[config.mk]
export PLATFORM = sky130hd
export DESIGN_NAME = buck_fault_seq
export DESIGN_NICKNAME = d
export VERILOG_FILES = /design/src/rtl/bfs_pkg.sv /design/src/rtl/bfs_oc_filter.sv /design/src/rtl/bfs_hiccup_timer.sv /design/src/rtl/bfs_pgood.sv /design/src/rtl/buck_fault_seq.sv
export SDC_FILE = /design/constraint.sdc
export NUM_CORES = 1
export LEC_CHECK = 0
export BUFFER_PORTS_ARGS = -buffer_cell sky130_fd_sc_hd__clkbuf_2
export CAP_MARGIN = 15
export CORE_MARGIN = 1.5
export CORE_UTILIZATION = 37
export DETAILED_ROUTE_END_ITERATION = 8
export PLACE_DENSITY_LB_ADDON = 0.25
export SLEW_MARGIN = 0
export SYNTH_ARGS = -nofsm -noshare
export SYNTH_HDL_FRONTEND = slang
export SYNTH_SLANG_ARGS = --single-unit
[constraint.sdc]
create_clock -name clk -period 1.9 [get_ports clk]
set_clock_uncertainty 0.2 [all_clocks]
set_input_delay 0.095 -clock clk [delete_from_list [all_inputs] [get_ports clk]]
set_output_delay 0.095 -clock clk [all_outputs]
set_load 0.005 [all_outputs]
[src/rtl/bfs_pkg.sv]
// Shared types for the buck fault sequencer.
// Assumes: nothing; pure type definitions.
package bfs_pkg;
    typedef enum logic [2:0] {
        ST_IDLE    = 3'd0,   // both FETs off, waiting for a clean start
        ST_START   = 3'd1,   // soft-start ramp in progress, switching
        ST_RUN     = 3'd2,   // regulated operation
        ST_HICCUP  = 3'd3,   // both FETs off, counting soft-start periods
        ST_CROWBAR = 3'd4    // lower FET held on after overvoltage
    } seq_state_t;
endpackage

[src/rtl/bfs_oc_filter.sv]
// Consecutive-overcurrent filter.
// Counts switching ticks that see the overcurrent flag. A clean tick clears
// the count, and the count is held at zero while disabled. trip is
// combinational and fires on the tick that completes LIMIT consecutive cycles.
// Assumes: tick is a single-cycle pulse synchronous to clk.
module bfs_oc_filter #(
    parameter int LIMIT = 7
) (
    input  logic clk,
    input  logic rst_n,
    input  logic enable,
    input  logic tick,
    input  logic oc,
    output logic trip
);
    localparam int CW = $clog2(LIMIT + 1);
    logic [CW-1:0] cnt_q;

    // Consecutive overcurrent tick counter
    always_ff @(posedge clk) begin
        if (!rst_n || !enable) cnt_q <= '0;
        else if (tick)         cnt_q <= oc ? cnt_q + 1'b1 : '0;
    end

    // Trip on the tick that reaches the limit
    assign trip = enable && tick && oc && (cnt_q == CW'(LIMIT - 1));
endmodule

[src/rtl/bfs_hiccup_timer.sv]
// Hiccup period timer.
// Counts soft-start completion pulses while active. done fires
// (combinationally) on the pulse that ends the PERIODS-th period. The count
// clears whenever the timer is inactive, so each hiccup starts from zero.
// Assumes: ss_done is a single-cycle pulse.
module bfs_hiccup_timer #(
    parameter int PERIODS = 7
) (
    input  logic clk,
    input  logic rst_n,
    input  logic active,
    input  logic ss_done,
    output logic done
);
    localparam int CW = $clog2(PERIODS + 1);
    logic [CW-1:0] cnt_q;

    // Soft-start period counter
    always_ff @(posedge clk) begin
        if (!rst_n || !active) cnt_q <= '0;
        else if (ss_done)      cnt_q <= cnt_q + 1'b1;
    end

    // Last period complete
    assign done = active && ss_done && (cnt_q == CW'(PERIODS - 1));
endmodule

[src/rtl/bfs_pgood.sv]
// Power-good generator.
// Power-good stays low until the tracking flag has been seen once since
// reset. After that it follows the absence of undervoltage, overcurrent and
// over-temperature, with one register of latency.
// Assumes: flags synchronous to clk.
module bfs_pgood (
    input  logic clk,
    input  logic rst_n,
    input  logic trk_ok,
    input  logic uv,
    input  logic oc,
    input  logic ot,
    output logic pgood
);
    logic trk_seen_q;

    // Sticky tracking qualification
    always_ff @(posedge clk) begin
        if (!rst_n) trk_seen_q <= 1'b0;
        else        trk_seen_q <= trk_seen_q | trk_ok;
    end

    // Registered power-good decision
    always_ff @(posedge clk) begin
        if (!rst_n) pgood <= 1'b0;
        else        pgood <= (trk_seen_q | trk_ok) & ~uv & ~oc & ~ot;
    end
endmodule

[src/rtl/buck_fault_seq.sv]
// Per-channel fault sequencer for a synchronous buck stage.
// A state machine orders hard faults, overvoltage crowbar, overcurrent and
// undervoltage hiccup, and start-up. The submodules count overcurrent cycles
// and hiccup periods and generate power-good.
// Assumes: all flags synchronous to clk; sw_tick and ss_done are one-cycle
// pulses; the soft-start timer runs on each ss_restart pulse.
module buck_fault_seq #(
    parameter int OC_LIMIT       = 7,
    parameter int HICCUP_PERIODS = 7
) (
    input  logic clk,
    input  logic rst_n,
    input  logic en_ok,
    input  logic por_ok,
    input  logic oc_flag,
    input  logic uv_flag,
    input  logic ov_flag,
    input  logic trk_ok,
    input  logic ot_flag,
    input  logic clk_fault,
    input  logic phase_bad,
    input  logic sw_tick,
    input  logic ss_done,
    output logic pwm_en,
    output logic hs_off,
    output logic ls_on,
    output logic ss_restart,
    output logic pgood
);
    import bfs_pkg::*;

    seq_state_t state_q, state_d;
    logic hard_fault, switching, oc_trip, hic_done, restart_d;

    assign hard_fault = !en_ok || !por_ok || ot_flag || clk_fault || phase_bad;
    assign switching  = (state_q == ST_START) || (state_q == ST_RUN);

    bfs_oc_filter #(.LIMIT(OC_LIMIT)) u_oc (
        .clk(clk), .rst_n(rst_n), .enable(switching),
        .tick(sw_tick), .oc(oc_flag), .trip(oc_trip)
    );

    bfs_hiccup_timer #(.PERIODS(HICCUP_PERIODS)) u_hic (
        .clk(clk), .rst_n(rst_n), .active(state_q == ST_HICCUP),
        .ss_done(ss_done), .done(hic_done)
    );

    bfs_pgood u_pg (
        .clk(clk), .rst_n(rst_n), .trk_ok(trk_ok),
        .uv(uv_flag), .oc(oc_flag), .ot(ot_flag), .pgood(pgood)
    );

    // Next-state selection in fault priority order
    always_comb begin
        state_d = state_q;
        if (hard_fault) begin
            state_d = ST_IDLE;
        end else begin
            case (state_q)
                ST_IDLE:    if (!ov_flag) state_d = ST_START;
                ST_START,
                ST_RUN: begin
                    if (ov_flag)                              state_d = ST_CROWBAR;
                    else if (oc_trip)                         state_d = ST_HICCUP;
                    else if (state_q == ST_RUN && uv_flag)    state_d = ST_HICCUP;
                    else if (state_q == ST_START && ss_done)  state_d = ST_RUN;
                end
                ST_HICCUP: begin
                    if (ov_flag)       state_d = ST_CROWBAR;
                    else if (hic_done) state_d = ST_START;
                end
                ST_CROWBAR: if (uv_flag) state_d = ST_HICCUP;
                default:    state_d = ST_IDLE;
            endcase
        end
    end

    // Restart request on entry to start or hiccup, and on each hiccup period
    always_comb begin
        restart_d = ((state_d == ST_START)  && (state_q != ST_START))  ||
                    ((state_d == ST_HICCUP) && (state_q != ST_HICCUP)) ||
                    ((state_d == ST_HICCUP) && (state_q == ST_HICCUP) && ss_done);
    end

    // State and restart-pulse registers
    always_ff @(posedge clk) begin
        if (!rst_n) begin
            state_q    <= ST_IDLE;
            ss_restart <= 1'b0;
        end else begin
            state_q    <= state_d;
            ss_restart <= restart_d;
        end
    end

    // FET control decode
    assign pwm_en = switching;
    assign hs_off = !switching;
    assign ls_on  = (state_q == ST_CROWBAR);
endmodule

; ---- Word level (Yosys, flattened, before mapping)
; Index checks and enable logic that the tools add are counted.
[word_totals]
input_bits = 13
out_inout_bits = 5
elab_cells = 63
regBits = 12
[op_classes]
bitwise_logic = 7
n_reduce_logical = 27
add_sub_neg = 2
n_mux = 11
eq_ne = 10
[ops]
columns = op, n
row1 = 3-bit 2-to-1 mux, 10
row2 = 3-bit one-hot mux with 4 select lines, 1
row3 = 1-bit logical AND, 11
row4 = "3-bit by 2-bit == test with 1-bit output, second input constant", 3
row5 = "3-bit == test, second input constant", 3
row6 = 1-bit logical OR, 9
row7 = "3-bit by 1-bit adder with 3-bit output, second input constant", 2
row8 = "3-bit by 1-bit == test with 1-bit output, second input constant", 2
row9 = 1-bit zero test, 5
row10 = 1-bit bitwise AND, 3
row11 = 3-bit zero test, 1
row12 = "3-bit by 1-bit inequality test with 1-bit output, second input constant", 1
row13 = "3-bit by 2-bit inequality test with 1-bit output, second input constant", 1
row14 = 1-bit NOT, 3
row15 = 2-bit OR reduction, 1
row16 = 1-bit bitwise OR, 1

; ---- Logic depth before layout (Yosys ltp)
; Gate-level depths: netlist (run 1).
[depth]
depth_word = 13
depth_mapped = 7
depth_no_buf = 7

; ---- Cells and area by module
; From an unflattened synthesis (run 1), not the netlist that was laid out.
[hier_totals]
cells_unflattened = 73
area_unflattened_um2 = 666.9
[modules_own_cells]
columns = module, instances, cells_per_inst, seq_area_each_um2, area_each_um2
row1 = buck_fault_seq, 1, 33, 80.1, 272.8
row2 = bfs_oc_filter, 1, 21, 60.1, 172.7
row3 = bfs_hiccup_timer, 1, 15, 60.1, 148.9
row4 = bfs_pgood, 1, 4, 40.0, 72.6

; ---- Least setup slack after synthesis (run 1)
; OpenSTA, ideal clock, no wires.
[synth_timing]
path_kind = register -> register
startpoint = register u_oc.cnt_q[0]
endpoint = register ss_restart
path_buffers = 0
setup_time_ns = 0.103
t_required_ns = 1.597
path_stages_with_launch = 8
slack_ns = -0.023
synth_period_minus_slack_ns = 1.923
arrival_time_ns = 1.620
cell_sequence = dfxtp_1 inv_1 ha_1 and4_4 or3_1 a32oi_2 nor2_1 a2111oi_2
[synth_between]
elab_chain_cells = 10
word_cells_on_any_way = 14
cone_classes = eq/ne (3) / mux (4) / reduce/logical (7)
[synth_lines]
columns = element, line
row1 = from (decl), bfs_oc_filter.sv:17  ; logic [CW-1:0] cnt_q;
row2 = from (signal assigned), bfs_oc_filter.sv:22  ; else if (tick) cnt_q <= oc ? cnt_q + 1'b1 : '0;
row3 = 3-bit == test *, bfs_oc_filter.sv:26  ; assign trip = enable && tick && oc && (cnt_q == CW'(LIMIT - 1));
row4 = 1-bit logical AND *, bfs_oc_filter.sv:26
row5 = 3-bit 2-to-1 mux *, buck_fault_seq.sv:64  ; else if (oc_trip) state_d = ST_HICCUP;
row6 = 3-bit 2-to-1 mux *, buck_fault_seq.sv:63  ; if (ov_flag) state_d = ST_CROWBAR;
row7 = 3-bit one-hot mux with 4 select lines *, buck_fault_seq.sv:59  ; case (state_q)
row8 = 3-bit 2-to-1 mux *, buck_fault_seq.sv:56  ; if (hard_fault) begin
row9 = 3-bit by 1-bit == test with 1-bit output or 3-bit by 2-bit == test with 1-bit output (tied branches), "buck_fault_seq.sv:80, buck_fault_seq.sv:81, buck_fault_seq.sv:82"
row10 = 1-bit logical AND (on tied branches), "buck_fault_seq.sv:80, buck_fault_seq.sv:81, buck_fault_seq.sv:82"
row11 = 1-bit logical OR or 1-bit logical AND (tied branches), "buck_fault_seq.sv:80, buck_fault_seq.sv:82"
row12 = 1-bit logical OR *, buck_fault_seq.sv:81  ; ((state_d == ST_HICCUP) && (state_q != ST_HICCUP)) ||
row13 = to (signal assigned), buck_fault_seq.sv:92  ; ss_restart <= restart_d;
row14 = to (decl), buck_fault_seq.sv:27  ; output logic ss_restart,
; Every way passes the cells marked *; elsewhere a longest branch is shown, timed or not.
; A chain may end at the register's enable or synchronous reset.

; ---- Worst setup path in the final report (run 1)
; Ends and elaborated chain as after synthesis.

==> flow_results.org, run 1 <==
** Outcome
- Status :: finished, violations left
- The checks that failed: design-rule violations.

** Clocking
- Clock Pin Slew Worst Setup and Hold Paths :: approximately 0.08 ns
- CTS tree :: built
- Maximum level of the CTS H-tree :: 1
- The clock reaches the later pin of the worst-skew pair after between 0.2 and 0.3 ns.
- For this design, the sink count on the clock tree is 12.
- CTS Buf Count :: 3
- Library cell used as clock root buffer :: sky130_fd_sc_hd__clkbuf_4
- In this run the deepest clock path goes through 2 buffers.

** STA
- Ratio of final minimum period to clock period :: 0.989
- Slew Viols, Final :: 0
- Final setup violation count :: 0
- Worst Max-Slew Pin Slew :: 0.451 ns
- Summed over all failing endpoints, the final setup total negative slack is 0 ns.
- Maximum clock frequency :: approximately 0.53 GHz
- The worst path needs 1.88 ns of the cycle, external delays included.
- Unrepaired setup endpoints after global routing :: true
- The final hold violation count came to 0.
- Slew Limit Headroom :: 0.697

** Synthesis
- Of the post-synthesis cell area, the dominant cell type holds 0.374.
- Counting every net in the synthesized netlist gives 94.
- Proportion of register bits with asynchronous set or reset after synthesis :: 0
- A synthesized cell averages between 8 and 9 um2.
- Of the synthesized area, sequential elements account for 0.374.
- Main flop type after synthesis :: sky130_fd_sc_hd__dfxtp_1
- Post-Synthesis Cell Area :: between 600 and 700 um2
- In the post-synthesis netlist, the biggest area contributors are sky130_fd_sc_hd__dfxtp_1 37%, sky130_fd_sc_hd__ha_1 7.8%, sky130_fd_sc_hd__nor2_1 7.0%, sky130_fd_sc_hd__nand3_1 3.9%, sky130_fd_sc_hd__nor3_1 3.1%.
- For this run, the number of Yosys warnings is 0.
- Cell type contributing the most total cell area after synthesis :: sky130_fd_sc_hd__dfxtp_1
- Syn Inst Count :: 77
- Yosys cell types :: 30
- Seq cells post-synth :: 12
- Yosys mapped a number of flops with a built-in enable equal to 0.

** Layout
- Measured on the finished design, the core utilization comes to 0.604.
- The library cell used most frequently in the layout, excluding fill and tap cells, is sky130_fd_sc_hd__clkbuf_2.
- Filler-free cell count of the finished design :: 127
- For this run, the post-layout net count is roughly 130.
- In the layout the commonest cells are 17 x sky130_fd_sc_hd__clkbuf_2, 12 x sky130_fd_sc_hd__nor2_1, 10 x sky130_fd_sc_hd__dfxtp_1.
- Ratio of cells with drive above 1 in the final layout :: 0.342
- Final design area excluding fillers :: 941 um2
- Area Growth Syn to Fin :: 46.6%
- Diode count :: 0

** Floorplan
- Pin placement for this block handled 18 I/O pins.
- The die covers about 2000 um2.
- The floorplan step defined a core boundary enclosing 1560 um2.
- The initial utilization of the core area, before any placement, comes to 0.412.
- Number of cell rows :: 14
- Width of the die :: 44.7 um
- From bottom edge to top edge, the die measures around 45 um.

** Route
- Summed over all nets, wire length on met2 after detailed routing comes to approximately 690 um.
- Detailed-route vias per instance :: ~5.2
- Final antenna-violating net count :: 0
- Top Layer Used :: met3
- Detailed Route WL :: 1430 um
- In the final routing, the length of wire on met1 measures around 670 um.
- For this block, the initial DRC count from the detailed router was 20.
- In the detailed route, the total length drawn on met3 is 61 um.
- Total vias in the final route :: 661
- First-pass iteration count of the detailed router :: 7
- Drt wl/cell :: 11.2 um
- For this run, design rule violations remaining after detail routing come to 2.

** Pwr
- IR Drop Worst-Case VDD :: 0.323 mV
- The analysis attributes to net switching a power of ~110 uW.
- Clock power share :: 0.405
- Pint :: roughly 400 uW
- Portion of total power attributed to combinational logic :: 0.095
- Of the total power, registers draw 0.500.
- Power spread over the standard cell area amounts to between 500 and 600 nW/um2.
- Leakage Power :: roughly 0.4 nW
- Switching share of total power :: 0.217

** GRT
- Global route overflow :: 0
- Via count of the first global-routing pass :: a little under 600
- Maximum number of pins on one net before global-route repair :: 9
- Global-route wire length before repair :: 2390 um
- Combined global-route utilization of all metal layers :: 0.164
- The number of antenna violations at the first check in global routing came to 0.

** Worst setup path
- Worst Path Arrival :: approximately 1.8 ns
- Startpoint types :: flip-flop
- For the worst setup path, the data required time is around 1.8 ns.
- Type of destination of the critical path :: flip-flop
- Startpoint-to-endpoint class of the critical path :: flip-flop to flip-flop
- Worst Path Max Fanout :: 2

** Hold path
- The path class of the tightest hold or removal check is input port to flip-flop.

** Flow run
- Max-Cap Viols :: 0

** Placed design
- Once placement completed, the tool counted placed cells totaling approximately 110.
- Detailed placement finished with a half-perimeter wire length of 1010 um.
- Final RePlAce weighted congestion :: between 0.8 and 0.9
- IO buf count :: 17
- Placed inst area :: ~780 um2
==> final cells by class <==
class,instances,area (um2)
timing repair buffer,33,225
tap,16,20.0
clock buffer,4,36.3
fill,129,618
multi-input combinational,57,398
inverter,5,18.8
sequential,12,243
==> registers in the layout, summed over array words and instances (netlist names) <==
register / flops
u_pg.trk_seen_q: 1
u_oc.cnt_q: 3
u_pg.pgood: 1
state_q: 3
ss_restart: 1
u_hic.cnt_q: 3
==> power by group through the flow <==
stage          sequential [mW]  combinational (mW)  clock (mW)
2_1_floorplan            0.260              0.0134           0
3_3_place_gp             0.260              0.0338           0
3_5_place_dp             0.260              0.0342           0
4_1_cts                  0.254              0.0481       0.215
5_1_grt                  0.254              0.0527       0.231
6_report                 0.254              0.0483       0.206
==> Yosys cell counts (2+ instances only) <==
master	n
sky130_fd_sc_hd__inv_1	5
sky130_fd_sc_hd__nand3_1	5
sky130_fd_sc_hd__nand2_1	4
sky130_fd_sc_hd__nor2b_1	2
sky130_fd_sc_hd__clkbuf_1	2
sky130_fd_sc_hd__nor3_1	4
sky130_fd_sc_hd__nand2b_1	3
sky130_fd_sc_hd__o21ai_0	2
sky130_fd_sc_hd__ha_1	4
sky130_fd_sc_hd__dfxtp_1	12
sky130_fd_sc_hd__nor2_1	12
sky130_fd_sc_hd__a21oi_1	3
sky130_fd_sc_hd__xnor2_1	2
==> metrics by stage <==
step                      total power, mW  hold WS [ns]  setup slack [ns]
after floorplan                     0.273       -0.0294           0.00237
after global placement              0.294        0.0795           -0.0101
after detailed placement            0.294        0.0804           -0.0827
after CTS                           0.517        0.0345           0.00506
after global routing                0.538        0.0706           -0.0515
final                               0.509        0.0451            0.0204
==> what timing repair did <==
item,4_1_cts,5_1_grt
setup buffers,2,0
hold buffers,8,0
pin swaps,2,2
setup endpoints to repair,1,1
endpoints found under the hold margin,10,0
gates resized for setup,6,1
==> worst paths after layout <==
| check | cells after the start | from | slack (ns) | endpoint |
|---|---|---|---|---|
| setup reg to reg | 8 | u_oc.cnt_q[0]$_SDFFE_PP0P_ | 0.02 | ss_restart$_SDFF_PN0_ |
| setup / recovery | 8 | u_oc.cnt_q[0]$_SDFFE_PP0P_ | 0.02 | ss_restart$_SDFF_PN0_ |
| hold / removal | 4 | uv_flag | 0.05 | state_q[2]$_SDFF_PN0_ |
| hold reg to reg | 2 | u_oc.cnt_q[1]$_SDFFE_PP0P_ | 0.30 | u_oc.cnt_q[1]$_SDFFE_PP0P_ |
==> metal layers <==
layer / vias up / GRT usage
li1: 337 / -
met1: 307 / 0.194
met2: 17 / 0.287
met3: 0 / 0.0367
met4: 0 / 0.0545
met5: - / 0
==> kinds of logic after synthesis <==
group,count (synthesis),share of synthesized area
AOI/OAI and AO/OA,11,0.138
xor gates and xnor gates,3,0.0409
adders and majority gates,4,0.0780
buffers and inverters,8,0.0487
DFF,12,0.374
and+or+nand+nor,39,0.320
==> critical path, stage by stage, from the launching register on <==
cell and delay [ns]:
sky130_fd_sc_hd__dfxtp_2 0.34, sky130_fd_sc_hd__inv_2 0.04, sky130_fd_sc_hd__ha_2 0.16, sky130_fd_sc_hd__and4_4 0.17, sky130_fd_sc_hd__or3_4 0.32, sky130_fd_sc_hd__a32oi_2 0.19
sky130_fd_sc_hd__buf_4 0.14, sky130_fd_sc_hd__nand2b_4 0.12, sky130_fd_sc_hd__a2111oi_4 0.06
No activity file was read; power rests on OpenSTA's default activity.
==> inputs of run 2 (changes only) <==
--- a/config.mk
+++ b/config.mk
@@ -5,6 +5,7 @@
 export SDC_FILE = /design/constraint.sdc
 export NUM_CORES = 1
 export LEC_CHECK = 0
+export ABC_AREA = 1
 export BUFFER_PORTS_ARGS = -buffer_cell sky130_fd_sc_hd__clkbuf_2
 export CAP_MARGIN = 15
 export CORE_MARGIN = 1.5
==> constraint.sdc (replaced) <==
create_clock -name clk -period 2.3 [get_ports clk]
set_clock_uncertainty 0.2 [all_clocks]
set_input_delay 0.115 -clock clk [delete_from_list [all_inputs] [get_ports clk]]
set_output_delay 0.115 -clock clk [all_outputs]
set_load 0.005 [all_outputs]
==> flow_results.org, run 2 <==
** Outcome
- Status :: finished clean

** Layout
- Biggest registers after layout :: state_q x3, u_hic.cnt_q x3, u_oc.cnt_q x3
- Leaving out fill and tap cells, the most frequent cell in the layout is sky130_fd_sc_hd__nand2_1.
- The area of combinational cells with multiple inputs came to 417 um2 (+4.7%).
- Area of all sequential standard cells :: 240 um2 (-1.0%)
- The total non-filler cell area in the finished layout is 938 um2 (-0.27%).
- Ratio of cells with drive above 1 in the final layout :: 0.283 (-0.0589)
- Filler-free cell count of the finished design :: 152 (+20%)
- Fin nets :: 146 (+13%)
- The fill cell total of the finished layout was 197 (+53%).
- The total inserted antenna cells came to 0 (unchanged).
- In the layout the commonest cells are 25 x sky130_fd_sc_hd__nand2_1, 17 x sky130_fd_sc_hd__clkbuf_2, 12 x sky130_fd_sc_hd__inv_1, 12 x sky130_fd_sc_hd__dfxtp_1.
- Relative to the synthesized area, the layout overhead comes to 32.3%.

** Synthesis
- Proportion of register bits with asynchronous set or reset after synthesis :: 0 (unchanged)
- By area the synthesized netlist is led by sky130_fd_sc_hd__dfxtp_1 34%, sky130_fd_sc_hd__nand2_1 13%, sky130_fd_sc_hd__ha_1 7.1%, sky130_fd_sc_hd__inv_1 6.3%, sky130_fd_sc_hd__a21oi_1 4.9%.
- Syn Area/Cell :: 7.24 um2 (-13%)
- The post-synthesis adder-cell area fraction was 0.0705 (-0.00743).
- By area, the combinational part of the netlist is dominated by simple AND/OR/NAND/NOR gates.
- Among all cell types in the netlist, the one instantiated most often is sky130_fd_sc_hd__nand2_1.
- Fraction of the yosys area taken by sequential cells :: 0.339 (-0.0356)
- Synthesized netlist net count :: 115 (+22%)
- Mux cell area share after synthesis :: 0 (unchanged)
- Main flop type after synthesis :: sky130_fd_sc_hd__dfxtp_1
- The commonest cells after synthesis are 25 x sky130_fd_sc_hd__nand2_1, 12 x sky130_fd_sc_hd__dfxtp_1, 12 x sky130_fd_sc_hd__inv_1.
- The synthesized design spends more area on one cell type than any other, namely sky130_fd_sc_hd__dfxtp_1.
- The fraction of the mapped netlist area in simple logic gates came to 0.369 (+0.0489).
- Syn. warnings :: 0 (unchanged)
- The cell area after synthesis came to 709 um2 (+11%).
- Area share of the largest cell type after synthesis :: 0.339 (-0.0356)
- Number of enable flip-flop cells after synthesis :: 0 (unchanged)
- The number of library cell types mapped by synthesis was 24 (-20%).
- The parity-gate share of the synthesized area counting xor and xnor cells is 0.0123 (-0.0286).
- The count of state elements after synthesis was 12 (unchanged).
- Compound-gate portion of the synthesized area :: 0.136 (-0.00260)
- The instance count of the mapped netlist is 98 (+27%).

** GRT
- The number of global-route vias before repair came to 649 (+9.6%).
- Global-route wire length before repair :: 2580 um (+7.8%)
- The overall track demand over capacity in global routing came to 0.168 (+0.00424).
- Antenna violations before repair :: 0 (unchanged)
- Global route overflow :: 0 (unchanged)
- Maximum number of pins on one net before global-route repair :: 8 (-1)

** Clocking
- The post-CTS repair timing setup buffer count came to 0 (-2).
- Worst-skew pair later-pin latency :: 0.28 ns (about the same)
- Clock sink count :: 12 (unchanged)
- CTS tree :: built
- Resized cells post-CTS :: 0 (-6)
- Cts hold-fix bufs :: 9 (+1)
- The maximum buffer depth of the clock tree was 2 (unchanged).
- Clock Pin Slew Worst Setup and Hold Paths :: 0.08 ns (about the same)
- In this run the clock root is driven by a sky130_fd_sc_hd__clkbuf_4.
- The H-tree depth came to 1 (unchanged).
- The total clock buffers created by CTS came to 3 (unchanged).

** Worst setup path
- Top Family by Delay on Critical Path :: buffers and inverters
- The highest net fanout along the worst path came to 3 (+1).
- Critical path, cell by cell :: dlygate4sd3_1 > clkbuf_2 > nor4_4 > dlygate4sd3_1 > nand3_2 > a21oi_2
- On the critical path, the stage with the largest delay is an instance of sky130_fd_sc_hd__dlygate4sd3_1.
- Startpoint types :: input port
- Crit path buffers/inverters :: 3 (+1)
- Startpoint-to-endpoint class of the critical path :: input port to flip-flop
- Among the stages of the critical path, the cell type that occurs most often is sky130_fd_sc_hd__dlygate4sd3_1.
- STA classifies the critical path endpoint as a flip-flop.
- Worst Path Arrival :: 1.83 ns (about the same)
- The required time of the critical path is 2.32 ns (+0.48 ns).
- The largest stage delay on the critical path was 0.61 ns (+0.27 ns).

** STA
- Ratio of final minimum period to clock period :: 0.788
- Unrepaired setup endpoints after global routing :: false
- The number of setup violations in the final report came to 0 (unchanged).
- Counting I/O delays and the setup requirement, the final critical path takes approximately 1.8 ns.
- The final hold violation count was 0 (unchanged).
- Worst Max-Slew Pin Slew :: 0.304 ns (-0.147 ns)
- The number of max-slew violations in the final report was 0 (unchanged).
- For this run, the top clock speed supported by timing is approximately 0.55 GHz.
- The final-layout setup total negative slack is 0 ns (unchanged).
- Slew Limit Headroom :: 0.795 (+0.0980)

** Route
- The detail-routed via count per cell was 4.72 (-9.4%).
- First-pass iteration count of the detailed router :: 4 (-3)
- The wire length reported by the detailed router came to 1590 um (+12%).
- The number of violations reported at the end of detailed-routing iteration 0 is 20 (unchanged).
- The DRC violation count after routing came to 0 (-2).
- The antenna violation net count after detailed routing was 0 (unchanged).
- The average wire per standard cell was 10.5 um (-6.7%).
- Total vias in the final route :: 717 (+8.5%)

** Floorplan
- Width of the die :: 46.8 um (+4.8%)
- The total number of placement rows came to 15 (+1).
- Initial cell density of the core :: 0.402 (-0.00959)
- Number of primary I/O pins :: 18 (unchanged)
- The placeable core area is 1760 um2 (+13%).
- Die footprint :: 2190 um2 (+9.8%)
- Die height :: 46.8 um (+4.8%)

** Placed design
- The total of buffers placed on input and output ports came to 17 (unchanged).
- The cell count after placement was 140 (+24%).
- The cell area after placement is 826 um2 (+5.9%).
- DP Wirelength :: 1240 um (+23%)
- The global placer's final weighted congestion came to 0.867 (+4.8%).

** Pwr
- The maximum resistive drop on vdd is 0.304 mV (-5.8%).
- Power per cell area :: 405 nW/um2 (-25%)
- Total chip power :: 380 uW (-25%)
- The leakage component of the power came to 0.432 nW (+8.2%).

** Hold path
- Hold WC Path Type :: input port to flip-flop

** Flow run
- The number of maximum-capacitance violations came to 0 (unchanged).
==> run 2: cell count changes in the layout (fill, tap and decap cells not counted), moves of 3 or more <==
cell                      delta
sky130_fd_sc_hd__nand2_1    +21
sky130_fd_sc_hd__buf_4       -8
sky130_fd_sc_hd__inv_1       +8
sky130_fd_sc_hd__a21oi_1     +4
sky130_fd_sc_hd__nand2_2     +4
sky130_fd_sc_hd__nand3_1     -3
sky130_fd_sc_hd__nand3_2     +3
sky130_fd_sc_hd__nor2_1      -3
sky130_fd_sc_hd__nor3_1      -3
==> run 2: where the power goes <==
| part | internal, mW | total, mW | switching [mW] | leakage [nW] |
|---|---|---|---|---|
| logic | 0.0208 | 0.0406 | 0.0198 | 0.321 |
| clock network | 0.0606 | 0.130 | 0.0693 | 0.0138 |
| registers | 0.209 | 0.210 | 0.000477 | 0.0970 |
==> run 2: layout make-up <==
class,instances,area share
Multi-Input combinational cell,72,0.444
Sequential cell,12,0.256
Timing Repair Buffer,26,0.187
Inverter,14,0.0560
Tap cell,25,0.0333
Clock buffer,3,0.0240
==> run 2: final timing paths <==
| kind | depth (start not counted) | startpoint | end | slack [ns] |
|---|---|---|---|---|
| worst min register to register | 2 | u_hic.cnt_q[0]$_SDFFE_PP0P_ | u_hic.cnt_q[0]$_SDFFE_PP0P_ | 0.28 |
| worst max-delay path | 6 | phase_bad | ss_restart$_SDFF_PN0_ | 0.49 |
| worst max register to register | 10 | state_q[0]$_SDFF_PN0_ | ss_restart$_SDFF_PN0_ | 0.80 |
| worst min-delay path | 4 | sw_tick | u_oc.cnt_q[2]$_SDFFE_PP0P_ | 0.006 |
==> run 2: through the flow <==
step,setup WS (ns),util,hold slack (ns)
after floorplan,0.927,-,-0.00862
after detailed placement,0.826,0.468,0.125
after CTS,0.499,0.532,0.00713
final,0.487,0.532,0.00616
after global routing,0.429,0.532,0.0312
after global placement,0.856,0.468,0.119
==> run 2: routing by layer <==
metal | GRT usage | routed length [um] | vias up
li1 | - | - | 373
met3 | 0.0654 | 95 | 0
met5 | 0 | 0 | -
met2 | 0.277 | 793 | 22
met4 | 0.0556 | 0 | 0
met1 | 0.200 | 701 | 322
==> run 2: logic make-up (layout without fill, tap and decap cells) <==
| logic type | Yosys count | after routing |
|---|---|---|
| adder cells (fa/ha/maj) | 4 | 4 |
| flip-flops | 12 | 12 |
| AO/OA/AOI/OAI | 16 | 16 |
| AND/OR/NAND/NOR | 51 | 51 |
| XOR/XNOR | 1 | 1 |
| buffers and inverters | 14 | 43 |
==> run 2: worst register-to-register path, cell delays in order, from the launching register on <==
cell and delay (ns):
sky130_fd_sc_hd__dfxtp_1 0.36, sky130_fd_sc_hd__nor2_1 0.15, sky130_fd_sc_hd__nand2_1 0.11, sky130_fd_sc_hd__nand2_4 0.12
sky130_fd_sc_hd__nand2_1 0.08, sky130_fd_sc_hd__nand2_1 0.08, sky130_fd_sc_hd__nand2_2 0.06, sky130_fd_sc_hd__nand2_2 0.07
sky130_fd_sc_hd__nand2_1 0.05, sky130_fd_sc_hd__nand2_1 0.07, sky130_fd_sc_hd__a21oi_2 0.05
==> inputs of run 3 (changes only) <==
==> constraint.sdc (replaced) <==
create_clock -name clk -period 1.5 [get_ports clk]
set_clock_uncertainty 0.2 [all_clocks]
set_input_delay 0.075 -clock clk [delete_from_list [all_inputs] [get_ports clk]]
set_output_delay 0.075 -clock clk [all_outputs]
set_load 0.005 [all_outputs]
==> flow_results.org, run 3 (synthesis gave the netlist of run 2 again) <==
** Pwr
- The leakage component of the power was 0.475 nW (+10%).
- Power per cell area :: 641 nW/um2 (+58%)
- IR Drop Worst-Case VDD :: 0.597 mV (+96%)
- Total chip power :: 665 uW (+75%)

** Clocking
- CTS tree :: built
- The clock slew at the register clock pins of the worst setup and hold paths was 0.08 ns (about the same).
- The maximum buffer depth of the clock tree was 2 (unchanged).
- The tree is rooted in a sky130_fd_sc_hd__clkbuf_4.
- Worst-skew pair later-pin latency :: 0.28 ns (about the same)
- The H-tree depth was 1 (unchanged).
- The total clock buffers created by CTS came to 3 (unchanged).
- Clock sink count :: 12 (unchanged)

** Placed design
- The post-detailed-placement half-perimeter wirelength came to 1210 um (-2.5%).
- The cell count after placement was 141 (+0.71%).
- Placed inst area :: 833 um2 (+0.91%)
- Worst setup slack after placement :: 0.0261 ns (-0.800 ns)
- The global placer's final weighted congestion came to 0.913 (+5.3%).
- IO buf count :: 17 (unchanged)

** STA
- Slew Limit Headroom :: 0.802 (+0.00728)
- Final setup violation count :: 1 (+1)
- Final count of hold timing violations :: 0 (unchanged)
- Maximum clock frequency :: 0.661 GHz
- The minimum setup slack in the final design was -0.0131 ns (-0.500 ns).
- Unrepaired setup endpoints after global routing :: true
- The routed design could run at a clock period as short as approximately 1.5 ns.
- The actual transition at the worst max-transition pin is 0.293 ns (-0.0108 ns).
- The final-layout setup total negative slack came to -0.0131 ns (-0.0131 ns).
- Dividing the final minimum period by the clock period gives 1.01.
- Slew Viols, Final :: 0 (unchanged)
- Hold Worst Slack :: 0.269 ns (+0.262 ns)

** Floorplan
- Floorplan core area :: 1760 um2 (unchanged)
- The total number of placement rows is 15 (unchanged).
- The top-level port count came to 18 (unchanged).
- The floorplan die area was 2190 um2 (unchanged).
- Width of the die :: 46.8 um (unchanged)
- Initial cell density of the core :: 0.402 (unchanged)
- Die height :: 46.8 um (unchanged)

** Layout
- The share of post-route cells with drive strength above 1 was 0.390 (+0.106).
- Area Growth Syn to Fin :: 46.4%
- The area of combinational cells with multiple inputs is 429 um2 (+3.0%).
- Final design area excluding fillers :: 1040 um2 (+11%)
- The largest registers in the layout are state_q x3, u_hic.cnt_q x3, u_oc.cnt_q x3.
- Filler-free cell count of the finished design :: 161 (+5.9%)
- Area of all sequential standard cells :: 246 um2 (+2.6%)
- Final standard cell utilization of the core :: 0.589 (+0.0567)
- Fin nets :: 154 (+5.5%)
- The fill cell total of the finished layout came to 172 (-13%).
- The total inserted antenna cells was 0 (unchanged).
- The library cell used most frequently in the layout, excluding fill and tap cells, is sky130_fd_sc_hd__nand2_1.
- In the layout the commonest cells are 23 x sky130_fd_sc_hd__nand2_1, 17 x sky130_fd_sc_hd__clkbuf_2, 12 x sky130_fd_sc_hd__dlygate4sd3_1.

** Route
- The number of vias in the routed layout came to 744 (+3.8%).
- The detail-routed via count per cell was 4.62 (-2.0%).
- The number of violations reported at the end of detailed-routing iteration 0 came to 10 (-50%).
- First-pass iteration count of the detailed router :: 4 (unchanged)
- Detailed Route WL :: 1780 um (+12%)
- Final antenna-violating net count :: 0 (unchanged)
- Drt wl/cell :: 11.0 um (+5.4%)
- The DRC violation count after routing came to 0 (unchanged).

** Worst setup path
- The required time of the critical path is 1.50 ns (-0.82 ns).
- The critical path is of the input port to flip-flop type.
- The worst setup path is launched from an input port.
- The signal on the critical path passes through dlygate4sd3_1 > clkbuf_2 > nor4_4 > o21ai_1 > nor2_1 > inv_1 > a21oi_1.
- Depth of the most critical reg-to-reg path :: 8 (-2)
- In this run the critical register-to-register path is launched from state_q[0]$_SDFF_PN0_.
- Type of destination of the critical path :: flip-flop
- The largest stage delay on the critical path was 0.54 ns (-0.07 ns).
- Flop2flop setup slack :: 0.06 ns (-0.74 ns)
- Crit path buffers/inverters :: 3 (unchanged)
- Worst Path Arrival :: 1.52 ns (-0.31 ns)
- In this run the critical register-to-register path is captured at state_q[0]$_SDFF_PN0_.
- Among cell families on the critical path, the largest total delay comes from buffers and inverters.
- Master of the slowest instance on the critical path :: sky130_fd_sc_hd__dlygate4sd3_1
- Worst Path Max Fanout :: 3 (unchanged)

** GRT
- Via count of the first global-routing pass :: 636 (-2.0%)
- The overall overflow remaining after global route came to 0 (unchanged).
- The number of antenna violations at the first check in global routing was 0 (unchanged).
- The first-pass GRT wire length came to 2730 um (+5.6%).
- Maximum number of pins on one net before global-route repair :: 8 (unchanged)
- The overall track demand over capacity in global routing was 0.183 (+0.0153).

** Hold path
- The worst hold path belongs to the class flip-flop to flip-flop.
- HP Start :: u_hic.cnt_q[0]$_SDFFE_PP0P_
- The path with the worst hold slack has its endpoint at u_hic.cnt_q[0]$_SDFFE_PP0P_.
- The number of cells on the worst hold path is 2 (-2).

** Outcome
- The final reports fail on negative setup slack.
- The flow ran to the end, but the final reports show violations.

** Flow run
- The number of maximum-capacitance violations came to 0 (unchanged).
[run 3: how the worst max path moves through the flow]
stage	cells past startpoint	end	startpoint	slack (ns)
finish	7	state_q[1]$_SDFF_PN0_	phase_bad	-0.01
global route	7	state_q[1]$_SDFF_PN0_	phase_bad	-0.05
CTS	11	ss_restart$_SDFF_PN0_	u_oc.cnt_q[0]$_SDFFE_PP0P_	0.006
detailed placement	11	ss_restart$_SDFF_PN0_	u_oc.cnt_q[0]$_SDFFE_PP0P_	0.03
global placement	8	state_q[0]$_SDFF_PN0_	state_q[1]$_SDFF_PN0_	0.06
floorplan	10	ss_restart$_SDFF_PN0_	u_hic.cnt_q[0]$_SDFFE_PP0P_	0.13
[run 3: per-layer routing]
layer | track usage | part of all wire | vias to the layer above
met1 | 0.225 | 0.42 | 325
met4 | 0.0833 | 0.023 | 0
li1 | - | - | 391
met3 | 0.0654 | 0.055 | 6
met2 | 0.288 | 0.50 | 22
met5 | 0 | 0 | -
[run 3: report_power, final]
| part | internal, mW | total (mW) | switching (mW) |
|---|---|---|---|
| Sequential | 0.321 | 0.322 | 0.000900 |
| Clock | 0.148 | 0.270 | 0.122 |
| Combinational | 0.0404 | 0.0740 | 0.0336 |
| Total | 0.509 | 0.665 | 0.156 |
[run 3: worst reg2reg max path: stages, from the launching register on]
cell and delay, ns:
sky130_fd_sc_hd__dfxtp_2 0.39, sky130_fd_sc_hd__inv_1 0.07, sky130_fd_sc_hd__nand2_1 0.17, sky130_fd_sc_hd__nor2_2 0.07, sky130_fd_sc_hd__nand2_2 0.09, sky130_fd_sc_hd__o211a_1 0.16
sky130_fd_sc_hd__nand2_1 0.06, sky130_fd_sc_hd__nand2_1 0.10, sky130_fd_sc_hd__inv_1 0.05
[run 3: area by class of cell]
type                       count  area share
inverter                      14      0.0506
sequential                    12       0.237
tap                           25      0.0301
multi-input combinational     72       0.413
timing repair buffer          34       0.234
clock buffer                   4      0.0349
[run 3: repair_timing]
item | 4_1_cts | 5_1_grt
setup endpoints to repair | 0 | 6
buffers inserted | 0 | 4
hold endpoints to repair | 12 | 0
hold buffers | 12 | 0
resized for setup | 0 | 11
